[config.mk]
export PLATFORM = sky130hd
export DESIGN_NAME = sadc_ctrl
export DESIGN_NICKNAME = d
export VERILOG_FILES = /design/src/rtl/sadc_pkg.sv /design/src/rtl/sadc_clkdiv.sv /design/src/rtl/sadc_shreg.sv /design/src/rtl/sadc_ctrl.sv
export SDC_FILE = /design/constraint.sdc
export NUM_CORES = 1
export LEC_CHECK = 0
export BUFFER_PORTS_ARGS = -buffer_cell sky130_fd_sc_hd__buf_2
export CAP_MARGIN = 15
export CORE_UTILIZATION = 49
export DETAILED_ROUTE_END_ITERATION = 7
export PLACE_DENSITY = 0.73
export SYNTH_ARGS = -nofsm -noshare
export SYNTH_HDL_FRONTEND = slang
export SYNTH_HIERARCHICAL = 1
export SYNTH_SLANG_ARGS = --single-unit
[constraint.sdc]
create_clock -name clk -period 1.52 [get_ports clk]
set_input_delay 0.228 -clock clk [delete_from_list [all_inputs] [get_ports clk]]
set_output_delay 0.228 -clock clk [all_outputs]
set_load 0.02 [all_outputs]
[src/rtl/sadc_pkg.sv]
package sadc_pkg;

    typedef enum logic [2:0] {
        ST_IDLE,
        ST_SETUP,
        ST_HIGH,
        ST_LOW,
        ST_DONE,
        ST_GAP
    } sadc_state_t;

    localparam int CFG_BITS = 3;

    function automatic int frame_len(input bit mux);
        return mux ? 16 : 12;
    endfunction

endpackage

[src/rtl/sadc_clkdiv.sv]
module sadc_clkdiv #(
    parameter int DIV = 2
) (
    input  logic clk,
    input  logic rst,
    input  logic clr,
    output logic tick
);
    localparam int CW = (DIV > 1) ? $clog2(DIV) : 1;

    logic [CW-1:0] cnt_q;

    assign tick = (cnt_q == CW'(DIV - 1));

    always_ff @(posedge clk) begin
        if (rst || clr || tick) begin
            cnt_q <= '0;
        end else begin
            cnt_q <= cnt_q + 1'b1;
        end
    end
endmodule

[src/rtl/sadc_shreg.sv]
module sadc_shreg #(
    parameter int W = 8
) (
    input  logic         clk,
    input  logic         rst,
    input  logic         en,
    input  logic         din,
    output logic [W-1:0] q
);
    always_ff @(posedge clk) begin
        if (rst) begin
            q <= '0;
        end else if (en) begin
            q <= {q[W-2:0], din};
        end
    end
endmodule

[src/rtl/sadc_ctrl.sv]
module sadc_ctrl #(
    parameter bit MUX_MODE = 1'b1,
    parameter int DIV      = 2,
    parameter int RES_W    = 8
) (
    input  logic             clk,
    input  logic             rst,
    input  logic             start_i,
    input  logic [1:0]       sel_i,
    output logic             busy_o,
    output logic             valid_o,
    output logic [RES_W-1:0] result_o,
    output logic             cs_n_o,
    output logic             sclk_o,
    output logic             mosi_o,
    input  logic             miso_i
);
    import sadc_pkg::*;

    localparam int FRAME = frame_len(MUX_MODE);
    localparam int LEAD  = FRAME - RES_W;
    localparam int IDX_W = $clog2(FRAME);

    sadc_state_t      state_q, state_d;
    logic [IDX_W-1:0] idx_q, idx_d;
    logic             half_q, half_d;
    logic [1:0]       sel_q;
    logic             tick;
    logic             div_clr;
    logic             cap_en;
    logic             last_edge;
    logic [RES_W-1:0] shift_q;

    assign div_clr   = (state_q == ST_IDLE) || (state_q == ST_DONE);
    assign last_edge = (state_q == ST_HIGH) && tick && (idx_q == IDX_W'(FRAME - 1));
    assign cap_en    = tick && ((state_q == ST_SETUP) || (state_q == ST_LOW))
                       && (idx_q >= IDX_W'(LEAD));

    sadc_clkdiv #(.DIV(DIV)) u_div (
        .clk  (clk),
        .rst  (rst),
        .clr  (div_clr),
        .tick (tick)
    );

    sadc_shreg #(.W(RES_W)) u_shift (
        .clk (clk),
        .rst (rst),
        .en  (cap_en),
        .din (miso_i),
        .q   (shift_q)
    );

    // state register
    always_ff @(posedge clk) begin
        if (rst) begin
            state_q <= ST_IDLE;
            idx_q   <= '0;
            half_q  <= 1'b0;
            sel_q   <= '0;
        end else begin
            state_q <= state_d;
            idx_q   <= idx_d;
            half_q  <= half_d;
            if (state_q == ST_IDLE && start_i) begin
                sel_q <= sel_i;
            end
        end
    end

    // next state
    always_comb begin
        state_d = state_q;
        idx_d   = idx_q;
        half_d  = half_q;
        unique case (state_q)
            ST_IDLE: begin
                idx_d  = '0;
                half_d = 1'b0;
                if (start_i) begin
                    state_d = ST_SETUP;
                end
            end
            ST_SETUP: begin
                if (tick) begin
                    state_d = ST_HIGH;
                end
            end
            ST_HIGH: begin
                if (tick) begin
                    if (idx_q == IDX_W'(FRAME - 1)) begin
                        state_d = ST_DONE;
                    end else begin
                        state_d = ST_LOW;
                        idx_d   = idx_q + 1'b1;
                    end
                end
            end
            ST_LOW: begin
                if (tick) begin
                    state_d = ST_HIGH;
                end
            end
            ST_DONE: begin
                state_d = ST_GAP;
                half_d  = 1'b0;
            end
            ST_GAP: begin
                if (tick) begin
                    if (half_q) begin
                        state_d = ST_IDLE;
                    end else begin
                        half_d = 1'b1;
                    end
                end
            end
            default: state_d = ST_IDLE;
        endcase
    end

    // configuration bit for the current edge
    logic cfg_bit;
    generate
        if (MUX_MODE) begin : g_mux
            always_comb begin
                unique case (idx_q)
                    IDX_W'(0): cfg_bit = 1'b1;
                    IDX_W'(1): cfg_bit = sel_q[1];
                    IDX_W'(2): cfg_bit = sel_q[0];
                    default:   cfg_bit = 1'b0;
                endcase
            end
        end else begin : g_plain
            assign cfg_bit = 1'b0;
        end
    endgenerate

    // outputs
    always_comb begin
        busy_o = (state_q != ST_IDLE);
        cs_n_o = 1'b1;
        sclk_o = 1'b0;
        mosi_o = 1'b0;
        unique case (state_q)
            ST_SETUP, ST_LOW: begin
                cs_n_o = 1'b0;
                mosi_o = cfg_bit;
            end
            ST_HIGH: begin
                cs_n_o = 1'b0;
                sclk_o = 1'b1;
                mosi_o = cfg_bit;
            end
            default: begin
                cs_n_o = 1'b1;
            end
        endcase
    end

    always_ff @(posedge clk) begin
        if (rst) begin
            valid_o  <= 1'b0;
            result_o <= '0;
        end else begin
            valid_o <= last_edge;
            if (last_edge) begin
                result_o <= shift_q;
            end
        end
    end
endmodule

==> flow_summary.toml <==
[die]
start_util_pct = 53.5
dieWidth_um = 51.9
die_y_um = 51.9
design.core.area_um2 = 2280
rows = 17
ioPinCount = 19
fp.dieArea_um2 = 2690

[logic_synthesis]
synth_cells = 130
synth_nets = 140
ys_ff_latch = 28
yosys-top-cells-area = "dfxtp_1, mux2i_1, nor2_1"
synth_cell_type_count = 32
synth_top_area_share_pct = 46.0
yosysTopAreaCell = "dfxtp_1"
yosys_warnings = 6
synth.avg_cell_area_um2 = 9.37
synth.cell_area_um2 = 1220
ys_seq_area_share_pct = 46.0

[pwr]
p_leak_uw = 0.000679
ir_drop_v = 0.000756
powerDensity_nw_per_um2 = 1010
power_uw = 1640

[timing]
slew_violations = 0
worstMarginPinSlew_ns = 0.390
setup_viol = 2
finalHoldViolCount = 0
fin_ws_ns = -0.153
min_period_over_period_pct = 110
slew_headroom_pct = 74.0
setup_tns_ns = -0.155
fmax_ghz = 0.598
skew_ns = 0.00704
rsz0062_at_grt = "yes"
fin_crit_ns = 1.67

[place]
port_buffers = 18
place_ws_ns = 0.0520
gp_congestion = 0.795
dpl.hpwl_um = 1620

[critical_path]
end_kind = "primary output"
cp_max_fo = 3
worst_path_largest_cell_delay_ns = 0.39
worstReg2RegStart = "idx_q[1]$_SDFFE_PP0P_"
startpoint = "idx_q[1]$_SDFFE_PP0P_"
worstPathCellList = "buf_6 -> ha_4 -> a221oi_4 -> nor4_2 -> buf_4"
slowest_stage = "dfxtp_4"
criticalPathCategory = "flip-flop to primary output"
startpoint_type = "flip-flop"
worst_ep_arrival_time_ns = 1.45
cp_data_required_time_ns = 1.29

[route]
ant_nets = 0
drt-wirelength-per-cell_um = 15.2
remaining_drc_errors = 0
wl_um = 2860
drtPass1Iterations = 4
vias = 1067
via_per_inst = 5.68
drt-initial-drc-count = 8

[clock_network]
cts_num_sinks = 28
clock_latency_ns = 0.34
numCtsBuffers = 3
cts_tree = "done"
cts.path.max_buffers = 2
path_clk_slew_ns = 0.15
root_buffer = "clkbuf_4"
cts_max_level = 1

[hold_path]
worstHoldStart = "sel_i[0]"
worstHoldPathType = "input port to flip-flop"

[global_routing]
grt_use_total_pct = 22.3
antenna_found_initial = 0
grt_pass1_vias = 1022
overflow = 0
grt_pass1_wl_um = 4440
grt_max_degree = 22

[layout]
area_delta_synth_final_pct = 34.1
n_fill_cell = 157
fin_nets = 171
antennaDiodeCount = 0
seqCellArea_um2 = 577
drive_above_1_share_pct = 38.1
multiInputGateArea_um2 = 688

[run_status]
status = "finished, violations left"
violations = "setup timing"

[flow_run]
cap_viol_max_count = 0
==> critical path, delay by kind of cell (launching register included) <==
family | cells | cell delay (ns)
and+or+nand+nor | 1 | 0.05
buffers and inverters | 2 | 0.28
DFF | 1 | 0.39
adders and majority gates | 1 | 0.15
AOI/OAI and AO/OA | 1 | 0.22
==> layer usage <==
layer | share of wire [%] | vias to the layer above | routed length, um | track usage [%]
li1 | - | 525 | - | -
met3 | 3.3 | 8 | 95 | 5.26
met4 | 2.4 | 0 | 68 | 7.66
met2 | 50 | 27 | 1430 | 41.0
met5 | 0 | - | 0 | 0
met1 | 44 | 507 | 1270 | 24.5
==> worst paths after layout <==
kind	end	slack, ns	depth (start not counted)
setup / recovery	mosi_o	-0.15	5
hold / removal	sel_q[0]$_SDFFE_PP0P_	0.12	3
setup reg to reg	state_q[0]$_SDFFE_PP0P_	0	6
hold reg to reg	result_o[0]$_SDFFE_PP0P_	0.51	2
==> registers in the layout (all words and copies together) (netlist names) <==
register	flops
sel_q	2
result_o	8
state_q	3
u_shift/q	8
u_div/tick	1
valid_o	1
idx_q	4
half_q	1
==> what timing repair did <==
item | 4_1_cts | 5_1_grt
resized for setup | 23 | 11
setup endpoints to repair | 4 | 15
hold buffers | 0 | 0
hold endpoints to repair | 0 | 0
setup buffers | 5 | 4
gates cloned | 0 | 1
pin swaps | 2 | 6
==> layout make-up <==
class                   count  area share (%)
multi-input cells          88            42.1
flip-flops and latches     28            35.3
repair buffers             35            15.8
well taps                  28            2.14
clock inverters             1            1.84
inverters                   5            1.45
clock buffers               3            1.38
==> cells in the mapped netlist, drive strengths merged <==
library cell	count
nor2	22
a21oi	5
nand2	3
and4	2
a2111oi	1
nand3	4
a211oi	1
o31ai	3
nor4	1
nand4	1
mux2i	18
or3	1
nand2b	1
o21ai	6
nor3	5
ha	4
a31oi	3
dfxtp	28
a221oi	2
o21a	1
or4	2
inv	5
clkbuf	3
nor4b	1
and3	1
buf	6
==> placed cells by master (no fill, tap or decap), drive strengths merged <==
| cell type | n |
|---|---|
| buf | 34 |
| dfxtp | 28 |
| nor2 | 22 |
| mux2i | 18 |
| o21ai | 6 |
| a21oi | 5 |
| nor3 | 5 |
| inv | 5 |
| ha | 4 |
| nand3 | 4 |
| clkbuf | 4 |
| nand2 | 3 |
| a31oi | 3 |
| o31ai | 3 |
| or4 | 2 |
| a221oi | 2 |
| and4 | 2 |
| nor4 | 1 |
| nor4b | 1 |
| a2111oi | 1 |
| nand2b | 1 |
| o21a | 1 |
| a211oi | 1 |
| and3 | 1 |
| nand4 | 1 |
| or3 | 1 |
| bufinv | 1 |
==> logic make-up (layout without fill, tap and decap cells) <==
logic type      after synthesis  after routing  synth area share (%)
flops                        28             28                  46.0
compound gates               22             22                  11.3
mux                          18             18                  14.8
fa+ha+maj                     4              4                  4.11
simple gates                 44             44                  18.0
buf+inv                      14             44                  5.85
==> stage by stage <==
stage | util, % | std cells | hold WS (ns) | instance area [um^2]
after detailed placement | 59.9 | 174 | 0.473 | 1360
after global placement | 59.9 | 174 | 0.463 | 1360
after CTS | 67.2 | 183 | 0.106 | 1530
after floorplan | - | 130 | 0.299 | 1220
after global routing | 71.8 | 188 | 0.122 | 1630
final | 71.8 | 188 | 0.119 | 1630
==> report_power, final <==
part           internal [uW]  leakage (uW)  switching [uW]
Combinational            140      0.000421             211
Clock                    267     0.0000279             227
Sequential               757      0.000230            42.3
No activity file was read; power rests on OpenSTA's default activity.
